--- src/rtl/shremap_pkg.sv ---
`timescale 1ns/1ps
package shremap_pkg;
  typedef enum logic [1:0] {
    MODE_NORMAL = 2'd0,
    MODE_TURBO  = 2'd1,
    MODE_SHADOW = 2'd2,
    MODE_ALT    = 2'd3
  } remap_mode_e;
endpackage

--- src/rtl/map_enable_reg.sv ---
`timescale 1ns/1ps
module map_enable_reg #(
  parameter int          AW        = 16,
  parameter logic [AW-1:0] CTRL_ADDR = 16'hFC7F
) (
  input  logic          clk,
  input  logic          rst,
  input  logic [AW-1:0] addr,
  input  logic          wr,
  input  logic          ctrl_bit,
  output logic          mapped
);
  logic hit_ctrl;
  assign hit_ctrl = wr && (addr == CTRL_ADDR);

  always_ff @(posedge clk) begin
    if (rst)           mapped <= 1'b1;
    else if (hit_ctrl) mapped <= ~ctrl_bit;
  end


  mapped_hold_chk: assert property (@(posedge clk) disable iff (rst)
    !hit_ctrl |=> $stable(mapped));
endmodule

--- src/rtl/fetch_region_tracker.sv ---
`timescale 1ns/1ps
module fetch_region_tracker #(
  parameter int            AW        = 16,
  parameter logic [AW-1:0] DRV_MASK  = 16'hE000,
  parameter logic [AW-1:0] DRV_MATCH = 16'hC000
) (
  input  logic          clk,
  input  logic          rst,
  input  logic [AW-1:0] addr,
  input  logic          sync,
  input  logic          rd,
  output logic          in_driver
);
  logic fetch;
  assign fetch = sync && rd;

  always_ff @(posedge clk) begin
    if (rst)        in_driver <= 1'b0;
    else if (fetch) in_driver <= ((addr & DRV_MASK) == DRV_MATCH);
  end


  drv_hold_chk: assert property (@(posedge clk) disable iff (rst)
    !fetch |=> $stable(in_driver));
endmodule

--- src/rtl/addr_translate.sv ---
`timescale 1ns/1ps
module addr_translate
  import shremap_pkg::*;
#(
  parameter int            AW        = 16,
  parameter logic [AW-1:0] WIN_TOP   = 16'h8000,
  parameter logic [AW-1:0] LOW_LIMIT = 16'h3000,
  parameter logic [AW-1:0] SHADOW_OFS = 16'h8000
) (
  input  logic [AW-1:0] addr,
  input  logic          rd,
  input  logic          wr,
  input  logic [1:0]    mode,
  input  logic          mapped,
  input  logic          in_driver,
  output logic [AW-1:0] ram_addr,
  output logic          ram_hit,
  output logic          slow
);
  remap_mode_e m;
  logic        below_low;
  logic        shift;

  assign m         = remap_mode_e'(mode);
  assign ram_hit   = (rd || wr) && (addr < WIN_TOP);
  assign below_low = addr < LOW_LIMIT;

  always_comb begin
    shift = 1'b0;
    slow  = 1'b0;
    case (m)
      MODE_TURBO:  shift = mapped && below_low;
      MODE_SHADOW: shift = mapped && (below_low || !in_driver);
      default:     slow  = 1'b1;
    endcase
    shift = shift && ram_hit;
    slow  = slow && ram_hit;
  end

  assign ram_addr = shift ? (addr + SHADOW_OFS) : addr;
endmodule

--- src/rtl/shadow_remap.sv ---
`timescale 1ns/1ps
module shadow_remap
  import shremap_pkg::*;
#(
  parameter int            AW         = 16,
  parameter int            DW         = 8,
  parameter int            CTRL_BIT   = 7,
  parameter logic [AW-1:0] CTRL_ADDR  = 16'hFC7F,
  parameter logic [AW-1:0] WIN_TOP    = 16'h8000,
  parameter logic [AW-1:0] LOW_LIMIT  = 16'h3000,
  parameter logic [AW-1:0] SHADOW_OFS = 16'h8000,
  parameter logic [AW-1:0] DRV_MASK   = 16'hE000,
  parameter logic [AW-1:0] DRV_MATCH  = 16'hC000
) (
  input  logic          clk,
  input  logic          rst,
  input  logic [AW-1:0] cpu_addr,
  input  logic          cpu_sync,
  input  logic          cpu_rd,
  input  logic          cpu_wr,
  input  logic [DW-1:0] cpu_wdata,
  input  logic [1:0]    mode,
  output logic [AW-1:0] ram_addr,
  output logic          ram_hit,
  output logic          slow_cycle
);
  localparam int OFS_BIT = $clog2(SHADOW_OFS);

  logic mapped;
  logic in_driver;
  logic unused_wdata;

  assign unused_wdata = ^cpu_wdata;

  map_enable_reg #(.AW(AW), .CTRL_ADDR(CTRL_ADDR)) u_en (
    .clk(clk), .rst(rst), .addr(cpu_addr), .wr(cpu_wr),
    .ctrl_bit(cpu_wdata[CTRL_BIT]), .mapped(mapped));

  fetch_region_tracker #(.AW(AW), .DRV_MASK(DRV_MASK), .DRV_MATCH(DRV_MATCH)) u_trk (
    .clk(clk), .rst(rst), .addr(cpu_addr), .sync(cpu_sync), .rd(cpu_rd),
    .in_driver(in_driver));

  addr_translate #(.AW(AW), .WIN_TOP(WIN_TOP), .LOW_LIMIT(LOW_LIMIT),
                   .SHADOW_OFS(SHADOW_OFS)) u_xl (
    .addr(cpu_addr), .rd(cpu_rd), .wr(cpu_wr), .mode(mode), .mapped(mapped),
    .in_driver(in_driver), .ram_addr(ram_addr), .ram_hit(ram_hit),
    .slow(slow_cycle));


  passthru_chk: assert property (@(posedge clk) disable iff (rst)
    !ram_hit |-> ram_addr == cpu_addr);


  fast_mode_chk: assert property (@(posedge clk) disable iff (rst)
    (mode == 2'd1 || mode == 2'd2) |-> !slow_cycle);


  slow_only_ram_chk: assert property (@(posedge clk) disable iff (rst)
    slow_cycle |-> ram_hit);


  disabled_chk: assert property (@(posedge clk) disable iff (rst)
    !mapped |-> ram_addr == cpu_addr);


  low_bits_chk: assert property (@(posedge clk) disable iff (rst)
    ram_addr[OFS_BIT-1:0] == cpu_addr[OFS_BIT-1:0]);
endmodule

--- config.mk ---
export PLATFORM = sky130hd
export DESIGN_NAME = shadow_remap
export DESIGN_NICKNAME = d
export VERILOG_FILES = /design/src/rtl/shremap_pkg.sv /design/src/rtl/map_enable_reg.sv /design/src/rtl/fetch_region_tracker.sv /design/src/rtl/addr_translate.sv /design/src/rtl/shadow_remap.sv
export SDC_FILE = /design/constraint.sdc
export NUM_CORES = 1
export LEC_CHECK = 0
export ABC_CLOCK_PERIOD_IN_PS = 1110
export BUFFER_PORTS_ARGS = -buffer_cell sky130_fd_sc_hd__buf_2
export CAP_MARGIN = 10
export CORE_AREA = 5 5 42 44
export CTS_BUF_LIST = sky130_fd_sc_hd__clkbuf_2
export DETAILED_ROUTE_END_ITERATION = 8
export DIE_AREA = 0 0 47 49
export PLACE_DENSITY = 0.75
export SETUP_SLACK_MARGIN = 0.5
export SLEW_MARGIN = 25
export SYNTH_ARGS = -nofsm -noshare
export SYNTH_HDL_FRONTEND = slang
export SYNTH_SLANG_ARGS = --single-unit
export TNS_END_PERCENT = 10
--- constraint.sdc ---
create_clock -name clk -period 1.11 [get_ports clk]
set_input_delay 0.222 -clock clk [delete_from_list [all_inputs] [get_ports clk]]
set_output_delay 0.222 -clock clk [all_outputs]
set_load 0.01 [all_outputs]
==> run metrics <==
CTS Buf Count 3; Final nets between 100 and 150; main area contributors after synthesis buf_4 (38%), dfxtp_1 (14%), nand4b_1 (5.9%), a21oi_1 (5.1%), nor2_1 (5.1%); total global-route track usage 11.0%; DRC Markers 0; Worst EP arrival around 1100 ps; fin. max-slew vios 0; most common cell after layout, fill and taps aside buf_6; first-pass GRT wire length roughly 1900 um; status finished, violations left; P&R area growth vs syn 161%; # rows 14; worst min path class input pin to flop; Antenna Cells 0; dpl hpwl ~850 um; # H-tree levels 1; Clk pin slew, worst setup/hold paths 30 ps; Design Power approximately 470 uW; Avg Cell Area, Syn ~7.2 sq um; unique cell type count in the Yosys netlist 16; core area 1400 sq um; Synthesis Warnings 0; crit share post-route 116%; CTS Buffer Depth 2; die area 2300 sq um; Netlist Area Pre-Place slightly below 300 sq um; root buf cell clkbuf_2; RSZ-0062 raised after global routing true; WS Path Type flop to output port; PD cells ~600 nW/um^2; most frequent cells in the layout buf_6 (32), buf_2 (7), buf_8 (5), nor2_1 (3), clkbuf_2 (3); Post-CTS Hold Buffers 0; Tmin final between 1000 and 1500 ps; router iterations before antenna repair 3; DRT iter0 DRCs 1; Worst setup EP type output port; GRT Residual Overflow 0; detailed-route via count ~390; Max Cap Viol 0; Peak VDD IR ~0.26 mV; Port Buf Inserts about 40; DIE HEIGHT just under 50 um; Final WS setup -179 ps; relative slew slack ~83%; vias in the first global route 435; initial core utilization a little over a fifth; area leader, netlist buf_4; fmax slightly below 0.8 GHz; Lkg Pwr around 0.00036 uW; Synth Instances slightly above 40; top cell type's share of synthesized area 38.0%; Final setup violation count 1; Worst Path Required roughly 890 ps; share of cells above drive strength 1 between 80% and 90%; Via density around 4.3; largest net degree at the start of global routing 4; Num Clock Sinks 2; post-route ant nets 0; Min Hold Slack 222 ps; antenna violations before repair 0; WL/cell ~14 um; startpoint types flop; syn nets 73; routability cong. between 0.6 and 0.7; postcts setup bufs 0; Hold Violations, Final 0; slew of the pin with the lowest slew margin around 260 ps; width of the die between 40 and 50 um; CP Max Fanout 2; num ports around 50; Clock Skews 0 ps; aggregate routed wire length ~1300 um; Clock Latency Late Sink about 200 ps; CTS tree done; sequential fraction of the synthesis area 13.5%; failing checks negative setup slack; flop and latch count out of synthesis 2
per-stage QoR:
step / TNS [ps] / instance area, sq um / setup WS (ps) / utilization, % / instances
detailed placement: -335 / 473 / -228 / 33.8 / 86
CTS: -197 / 712 / -197 / 50.8 / 89
global placement: -295 / 473 / -223 / 33.8 / 86
floorplan: 0 / 338 / 87.0 / - / 41
global route: -244 / 774 / -244 / 55.3 / 89
finish: -179 / 774 / -179 / 55.3 / 89
registers in the layout, indices dropped and copies added (netlist names):
register         count
u_en.mapped          1
u_trk.in_driver      1
area by class of cell:
| type | instances | area [sq um] |
|---|---|---|
| fillers | 117 | 627 |
| repair buffers | 44 | 470 |
| multi-input cells | 21 | 204 |
| flip-flops and latches | 2 | 41.3 |
| inverters | 3 | 23.8 |
| well taps | 16 | 20.0 |
| clock buffers | 3 | 15.0 |
path summary, 6_finish.rpt:
kind                    from         endpoint  slack, ps  cells after the start
max          u_trk.in_driver     ram_addr[15]       -180                      5
min                      rst  u_trk.in_driver        220                      2
max reg2reg      u_en.mapped      u_en.mapped        410                      2
min reg2reg  u_trk.in_driver  u_trk.in_driver        520                      2
Yosys cell counts, drive strengths merged:
library cell	count
nor2	4
or2	1
ha	1
dfxtp	2
a41oi	1
nor3	1
nand4	1
nor4b	1
buf	15
nand4b	2
and2	1
a211oi	1
nor4	1
a21oi	3
nand2	3
inv	3
worst max-delay path, cell delays in order, from the launching register on:
cell and delay (ps):
dfxtp_2 330, inv_2 30, a21oi_2 120, nor4b_2 50, or2_4 220, buf_6 120
layer usage:
metal | vias to the layer above | global-route usage [%] | wire, um
met2 | 13 | 20.8 | 783
met5 | - | 0 | 0
met4 | 0 | 5.99 | 51
li1 | 189 | - | -
met1 | 179 | 10.3 | 378
met3 | 4 | 1.48 | 50
repair_timing:
action                                  CTS  global route
endpoints found under the hold margin     0             0
gates resized for setup                  41            13
endpoints found under the setup margin   20            20
pin swaps                                 7             5
power by group:
part / switching, uW / internal, uW
clock: 46.6 / 72.2
sequential: 0.526 / 73.1
combinational: 99.6 / 174
total: 147 / 320
logic make-up after synthesis:
| kind of cell | count (synthesis) | share of synthesized area [%] |
|---|---|---|
| DFF | 2 | 13.5 |
| buffers and inverters | 18 | 41.8 |
| and+or+nand+nor | 15 | 30.0 |
| adders and majority gates | 1 | 4.22 |
| AOI/OAI and AO/OA | 5 | 10.5 |
No activity file was read; power rests on OpenSTA's default activity.
